**src/rtl/sport_pkg.sv**
```systemverilog
package sport_pkg;

  typedef enum logic [1:0] {
    MODE_SYNC = 2'd0,
    MODE_UART8 = 2'd1,
    MODE_FIX9 = 2'd2,
    MODE_VAR9 = 2'd3
  } sport_mode_e;

  localparam int OS_RATE = 16;

  function automatic logic is_nine(sport_mode_e m);
    return m[1];
  endfunction

  // index of the stop bit, counting the start bit as index 0
  function automatic logic [3:0] stop_index(sport_mode_e m);
    return is_nine(m) ? 4'd10 : 4'd9;
  endfunction

  function automatic logic vote3(logic a, logic b, logic c);
    return (a & b) | (a & c) | (b & c);
  endfunction

  // serial image, bit 0 leaves first
  function automatic logic [10:0] tx_image(logic [7:0] d, logic b9, sport_mode_e m);
    if (m == MODE_SYNC) return {3'b111, d};
    if (is_nine(m))     return {1'b1, b9, d, 1'b0};
    return {2'b11, d, 1'b0};
  endfunction

  function automatic logic frame_ok(logic en, logic full, logic mp, logic nine, logic b9);
    return en && !full && (!(mp && nine) || b9);
  endfunction

endpackage

```
**src/rtl/sport_tx.sv**
```systemverilog
module sport_tx
  import sport_pkg::*;
#(
  parameter int SYNC_DIV = 12
) (
  input  logic        clk,
  input  logic        rst_n,
  input  logic        start_i,
  input  sport_mode_e mode_i,
  input  logic [7:0]  data_i,
  input  logic        bit9_i,
  input  logic        os_tick_i,
  input  logic        sdata_i,
  output logic        txd_o,
  output logic        sclk_o,
  output logic        busy_o,
  output logic        done_o,
  output logic [7:0]  cap_o
);
  localparam int CNT_MAX = (SYNC_DIV > OS_RATE) ? SYNC_DIV : OS_RATE;
  localparam int CW = $clog2(CNT_MAX);
  localparam int HALF = SYNC_DIV / 2;

  logic          busy, done;
  logic [10:0]   sh;
  logic [3:0]    bitn;
  logic [CW-1:0] sub;
  logic [7:0]    cap;

  logic       sync_m, step, bit_end, smp;
  logic [3:0] last;

  assign sync_m  = (mode_i == MODE_SYNC);
  assign last    = sync_m ? 4'd7 : stop_index(mode_i);
  assign step    = busy && (sync_m || os_tick_i);
  assign bit_end = step && (sub == (sync_m ? CW'(SYNC_DIV - 1) : CW'(OS_RATE - 1)));
  assign smp     = busy && sync_m && (sub == CW'(HALF - 1));

  always_ff @(posedge clk or negedge rst_n) begin
    if (!rst_n) begin
      busy <= 1'b0;
      done <= 1'b0;
      sh   <= '1;
      bitn <= '0;
      sub  <= '0;
      cap  <= '0;
    end else begin
      done <= 1'b0;
      if (!busy) begin
        if (start_i) begin
          busy <= 1'b1;
          sh   <= tx_image(data_i, bit9_i, mode_i);
          bitn <= '0;
          sub  <= '0;
        end
      end else begin
        if (smp) cap <= {sdata_i, cap[7:1]};
        if (bit_end) begin
          sub  <= '0;
          sh   <= {1'b1, sh[10:1]};
          bitn <= bitn + 4'd1;
          if (bitn == last) begin
            busy <= 1'b0;
            done <= 1'b1;
          end
        end else if (step) begin
          sub <= sub + CW'(1);
        end
      end
    end
  end

  assign txd_o  = busy ? sh[0] : 1'b1;
  assign sclk_o = (busy && sync_m) ? (sub >= CW'(HALF)) : 1'b1;
  assign busy_o = busy;
  assign done_o = done;
  assign cap_o  = cap;
endmodule

```
**src/rtl/sport_rx.sv**
```systemverilog
module sport_rx
  import sport_pkg::*;
(
  input  logic       clk,
  input  logic       rst_n,
  input  logic       os_tick_i,
  input  logic       nine_i,
  input  logic       rxd_i,
  output logic       done_o,
  output logic [7:0] byte_o,
  output logic       bit9_o
);
  logic       act, done, s7, s8, b9;
  logic [3:0] sub, idx;
  logic [7:0] data;

  logic       v, at_vote, start_det;
  logic [3:0] last;

  assign v         = vote3(s7, s8, rxd_i);
  assign at_vote   = act && os_tick_i && (sub == 4'd9);
  assign last      = nine_i ? 4'd10 : 4'd9;
  assign start_det = !act && os_tick_i && !rxd_i;

  always_ff @(posedge clk or negedge rst_n) begin
    if (!rst_n) begin
      act  <= 1'b0;
      done <= 1'b0;
      s7   <= 1'b1;
      s8   <= 1'b1;
      b9   <= 1'b0;
      sub  <= '0;
      idx  <= '0;
      data <= '0;
    end else begin
      done <= 1'b0;
      if (start_det) begin
        act <= 1'b1;
        sub <= 4'd1;
        idx <= 4'd0;
      end else if (act && os_tick_i) begin
        sub <= sub + 4'd1;
        if (sub == 4'd15) idx <= idx + 4'd1;
        if (sub == 4'd7) s7 <= rxd_i;
        if (sub == 4'd8) s8 <= rxd_i;
        if (at_vote) begin
          if (idx == 4'd0) begin
            if (v) act <= 1'b0;
          end else if (idx <= 4'd8) begin
            data <= {v, data[7:1]};
          end else if (idx == last) begin
            if (!nine_i) b9 <= v;
            act  <= 1'b0;
            done <= 1'b1;
          end else begin
            b9 <= v;
          end
        end
      end
    end
  end

  assign done_o = done;
  assign byte_o = data;
  assign bit9_o = b9;
endmodule

```
**src/rtl/dbl_serial_port.sv**
```systemverilog
module dbl_serial_port
  import sport_pkg::*;
#(
  parameter int SYNC_DIV = 12
) (
  input  logic       clk,
  input  logic       rst_n,
  input  logic       rxd_i,
  output logic       txd_o,
  output logic       rxd_o,
  input  logic       ovf_tick_i,
  input  logic       div_tick_i,
  input  logic       reg_we_i,
  input  logic       reg_sel_i,
  input  logic [7:0] reg_wdata_i,
  output logic [7:0] reg_rdata_o,
  output logic       irq_o
);
  sport_mode_e mode;
  logic rx_en, mp_en, tx_b9, rx_b9, tx_flag, rx_flag;
  logic [7:0] rx_hold;
  logic [1:0] rx_sync;
  logic rx_s;

  // named internal events
  logic ctrl_wr, data_wr, os_tick;
  logic tx_busy, tx_done, sync_done, async_done, rx_accept;
  logic [7:0] sync_cap, async_byte, in_byte;
  logic async_b9, in_nine;

  assign ctrl_wr = reg_we_i && !reg_sel_i;
  assign data_wr = reg_we_i && reg_sel_i;
  assign os_tick = (mode == MODE_FIX9) ? div_tick_i : ovf_tick_i;
  assign rx_s    = rx_sync[1];

  sport_tx #(.SYNC_DIV(SYNC_DIV)) i_tx (
    .clk(clk), .rst_n(rst_n), .start_i(data_wr), .mode_i(mode),
    .data_i(reg_wdata_i), .bit9_i(tx_b9), .os_tick_i(os_tick),
    .sdata_i(rx_s), .txd_o(txd_o), .sclk_o(rxd_o), .busy_o(tx_busy),
    .done_o(tx_done), .cap_o(sync_cap)
  );

  logic rx_tick;
  logic rx_done_raw;
  assign rx_tick = os_tick && (mode != MODE_SYNC);

  sport_rx i_rx (
    .clk(clk), .rst_n(rst_n), .os_tick_i(rx_tick), .nine_i(is_nine(mode)),
    .rxd_i(rx_s), .done_o(rx_done_raw), .byte_o(async_byte), .bit9_o(async_b9)
  );

  assign sync_done  = tx_done && (mode == MODE_SYNC);
  assign async_done = rx_done_raw && (mode != MODE_SYNC);
  assign in_byte    = sync_done ? sync_cap : async_byte;
  assign in_nine    = async_done && is_nine(mode);
  assign rx_accept  = (sync_done || async_done) &&
                      frame_ok(rx_en, rx_flag, mp_en, in_nine, async_b9);

  always_ff @(posedge clk or negedge rst_n) begin
    if (!rst_n) begin
      rx_sync <= 2'b11;
      mode    <= MODE_SYNC;
      rx_en   <= 1'b0;
      mp_en   <= 1'b0;
      tx_b9   <= 1'b0;
      rx_b9   <= 1'b0;
      tx_flag <= 1'b0;
      rx_flag <= 1'b0;
      rx_hold <= '0;
    end else begin
      rx_sync <= {rx_sync[0], rxd_i};
      if (ctrl_wr) begin
        mode  <= sport_mode_e'(reg_wdata_i[1:0]);
        rx_en <= reg_wdata_i[2];
        mp_en <= reg_wdata_i[3];
        tx_b9 <= reg_wdata_i[4];
      end
      tx_flag <= (tx_flag & (!ctrl_wr || reg_wdata_i[6])) | tx_done;
      rx_flag <= (rx_flag & (!ctrl_wr || reg_wdata_i[7])) | rx_accept;
      if (rx_accept) begin
        rx_hold <= in_byte;
        if (async_done) rx_b9 <= async_b9;
      end
    end
  end

  assign reg_rdata_o = reg_sel_i ? rx_hold
                                 : {rx_flag, tx_flag, rx_b9, tx_b9, mp_en, rx_en, mode};
  assign irq_o = rx_flag | tx_flag;
endmodule

```
**config.mk**
```make
export PLATFORM = sky130hd
export DESIGN_NAME = dbl_serial_port
export DESIGN_NICKNAME = d
export VERILOG_FILES = /design/src/rtl/sport_pkg.sv /design/src/rtl/sport_tx.sv /design/src/rtl/sport_rx.sv /design/src/rtl/dbl_serial_port.sv
export SDC_FILE = /design/constraint.sdc
export NUM_CORES = 1
export LEC_CHECK = 0
export CORE_UTILIZATION = 58
export DETAILED_ROUTE_END_ITERATION = 16
export GPL_TIMING_DRIVEN = 0
export HOLD_SLACK_MARGIN = 0.06
export MAX_ROUTING_LAYER = met4
export PLACE_DENSITY = 0.86
export SYNTH_ARGS = -nofsm -noshare
export SYNTH_HDL_FRONTEND = slang
export SYNTH_SLANG_ARGS = --single-unit
```
**constraint.sdc**
```tcl
create_clock -name clk -period 2.5 [get_ports clk]
set_input_delay 0.375 -clock clk [delete_from_list [all_inputs] [get_ports clk]]
set_output_delay 0.375 -clock clk [all_outputs]
set_load 0.005 [all_outputs]
```
==> out/qor.yml <==
clock_tree:
  cts_made_buffers: 9
  cts.clk_slew.worst_paths_ns: 0.07
  ctsHtreeMaxLevel: 3
  insertion_delay_ns: 0.34
  hold_buffers: 0
  clockRootBuffer: "clkbuf_8"
  cts_sinks: 67
  cts_tree: "yes"
  clock_path_buffers: 2
global_route:
  grt_pass1_vias: 2367
  grt_pass1_wl_mm: 11.1
  grt-ovfl-total: 0
  antenna_found_initial: 0
  grt_usage_pct: 24.7
  grt_max_degree: 68
routing:
  detailroute.via_count: 2473
  drt_wl_total_mm: 6.87
  drt_first_iter_violations: 197
  ant_nets: 0
  wl_per_cell_um: 16.4
  drc: 0
  firstDrtPassIters: 4
  viasPerCell: 5.92
setup_path:
  path_buf_inv: 2
  worstSetupEndpointType: "primary output"
  path_delay_family: "buffers and inverters"
  startpoint_type: "flop"
  crit_type: "flop to primary output"
  cpPeakStageDelay_ns: 0.49
  crit_fanout: 10
  worst_ep_required_time_ns: 2.12
  cp.arrival_ns: 2.01
  path_cells: "buf_2 > nor4_1 > nand2_1 > clkdlybuf4s50_1"
  cp_slowest_cell: "nor4_1"
floorplanning:
  die_h_um: 79.2
  dieArea_um2: 6280
  coreArea_um2: 5640
  rows: 27
  io_pins: 26
  initial_utilization_pct: 61.3
  die_x_um: 79.2
synth:
  synth_area_leaders: "dfrtp_1 38%, mux2_2 19%, dfstp_2 11%, ha_1 3.3%, mux2i_1 3.2%"
  yosysUniqueCellTypes: 46
  synthXorXnorAreaFrac_pct: 1.01
  synth_edf_count: 0
  ys_top_cells_by_count: "57 x mux2_2, 53 x dfrtp_1, 25 x nand2_1"
  synth_top_cell_by_area: "dfrtp_1"
  syn-cell-area_um2: 3460
  synth_top_area_share_pct: 38.3
  syn-num-nets: 329
  synth_most_common_cell: "mux2_2"
  synthAdderAreaFrac_pct: 3.54
  synthFlopType: "dfrtp_1"
  synthesis.instances: 305
  synth_area_per_cell_um2: 11.3
  synth-async-reset-ratio_pct: 100
  synth-simple-area-share_pct: 13.2
  synth_mux_area_share_pct: 21.7
  seq_area_frac_synth_pct: 49.0
  synth_top_family_by_area: "multiplexers"
  synth_compound_area_share_pct: 8.71
  synth_seq_cells: 67
  ys_warn_count: 0
power_and_ir_drop:
  power_mw: 3.08
  netSwitchingPower_mw: 0.931
  clockPowerShare_pct: 29.3
  ir_worst_vdd_uv: 545
  swShare_pct: 30.2
  power_frac_comb_pct: 22.8
  p_int_mw: 2.15
  leakagePower_nw: 1.85
  power.density_nw_per_um2: 771
  seq_power_share_pct: 47.9
cells_and_area:
  seq_area_um2: 1690
  drive_above_1_share_pct: 27.7
  final_net_count: 365
  num-fill-cells: 407
  multi_input_area_um2: 1670
  area_growth_pct: 15.5
  final_cell_area_um2: 4000
  final_cells: 418
  antenna_cells: 0
  utilization_pct: 70.9
sta:
  max_slew_margin_pct: 45.8
  final-setup-viol-count: 0
  fmax_ghz: 0.420
  maxSlewViolCount: 0
  hold_viol_final: 0
  rsz0062_at_grt: "false"
  skew_ns: 0.00971
  fin_crit_ns: 2.38
  setup_ws_ns: 0.118
  tightestPinTransition_ns: 0.813
  fin_crit_sh_pct: 95.3
job:
  cap_violations: 0
status:
  status: "finished, final reports clean"
hold_path:
  holdCritPathClass: "input port to async pin"
placed_design:
  io_buffers: 25
  place.gp.congestion: 0.825
  dpl_worst_slack_ns: -0.0376
  placed_area_um2: 3800
  placedCellCount: 402
  hpwl_mm: 4.76
[metal layers]
metal  global-route usage (%)  share of wire [%]  vias to the layer above
met1                     30.8                 44                     1220
met3                     4.37                4.4                       18
li1                         -                  -                     1161
met5                        -                  0                        -
met2                     39.1                 49                       74
met4                     11.5                2.4                        0
[metrics by stage]
step                      hold WS [ns]  setup TNS (ns)
after global routing             0.198               0
after global placement           0.347          -62.32
final                            0.128               0
after CTS                        0.166               0
after floorplan                 0.0794               0
after detailed placement         0.347          -0.131
[flip-flops by register name, indices dropped and copies added, names as in the netlist, 2 cells and up]
signal and count:
i_rx.idx 4, i_tx.cap_o 8, i_rx.byte_o 8, rx_sync 2
rx_hold 8, i_tx.bitn 4, i_tx.sub 4, mode 2
i_tx.sh 10, i_rx.sub 4
[cell type report]
type,instances,area share (%)
plain buffers,13,1.41
clock buffers,14,4.07
clock inverters,2,0.876
inverters,12,1.13
multi-input cells,213,41.7
flip-flops and latches,67,42.4
well taps,72,2.25
repair buffers,25,6.20
[worst paths after layout]
kind / to / slack [ns] / startpoint / cells after the start
hold / removal: i_tx.cap_o[0]$_DFFE_PN0P_ / 0.13 / rst_n / 1
setup reg to reg: rx_hold[2]$_DFFE_PN0P_ / 0.36 / mode[0]$_DFFE_PN0P_ / 6
max in group asynchronous: i_rx.sub[1]$_DFFE_PN0P_ / 1.84 / rst_n / 1
hold reg to reg: rx_sync[1]$_DFF_PN1_ / 0.36 / rx_sync[0]$_DFF_PN1_ / 0
setup / recovery: rxd_o / 0.12 / mode[0]$_DFFE_PN0P_ / 4
min in group clk: rx_sync[1]$_DFF_PN1_ / 0.36 / rx_sync[0]$_DFF_PN1_ / 0
[timing repair]
action                     4_1_cts  5_1_grt
resized for setup                1        0
setup endpoints to repair        7        0
buffers inserted                 0        0
[worst register-to-register path: stages (launching register included)]
cell      delay (ns)
dfrtp_1         0.42
buf_2           0.21
nor2_1          0.19
and2_1          0.18
clkbuf_1        0.38
mux2_2          0.40
mux2_2          0.26
[kinds of logic after synthesis]
kind of cell               Yosys count
buffers and inverters               25
muxes                               68
and+or+nand+nor                     85
AOI/OAI and AO/OA                   46
xor gates and xnor gates             4
adders and majority gates           10
DFF                                 67
[power groups by stage]
stage | Clock, mW | Combinational, mW | Sequential, mW
after floorplan | 0 | 0.522 | 1.44
after global placement | 0 | 0.659 | 1.47
after detailed placement | 0 | 0.694 | 1.49
after CTS | 0.916 | 0.706 | 1.47
after global routing | 0.981 | 0.798 | 1.50
final | 0.903 | 0.704 | 1.48
[layout by cell type, fill, tap and decap left out, types with 2 or more instances in the layout]
cell type | netlist | routed
xnor2_1 | 2 | 2
and3b_1 | 2 | 2
o2111ai_1 | 2 | 2
clkbuf_8 | 0 | 11
nor2b_1 | 3 | 3
nor4bb_1 | 3 | 3
nand2b_1 | 7 | 7
and3_1 | 6 | 6
and2_1 | 2 | 2
clkdlybuf4s50_1 | 0 | 24
nand2_1 | 25 | 25
ha_1 | 9 | 9
nor2_1 | 10 | 10
o31ai_1 | 3 | 3
mux2_2 | 57 | 57
o211ai_1 | 4 | 4
nand3_1 | 11 | 11
buf_2 | 5 | 5
or3_1 | 3 | 3
clkbuf_1 | 7 | 9
o21ai_0 | 18 | 18
o22ai_1 | 2 | 2
nor3_1 | 3 | 3
inv_1 | 12 | 12
a21oi_1 | 7 | 7
nand3b_1 | 2 | 2
dfstp_2 | 14 | 14
xor2_1 | 2 | 2
dfrtp_1 | 53 | 53
nor3b_1 | 3 | 3
mux2i_1 | 11 | 11
Power figures use the tool's default switching activity.
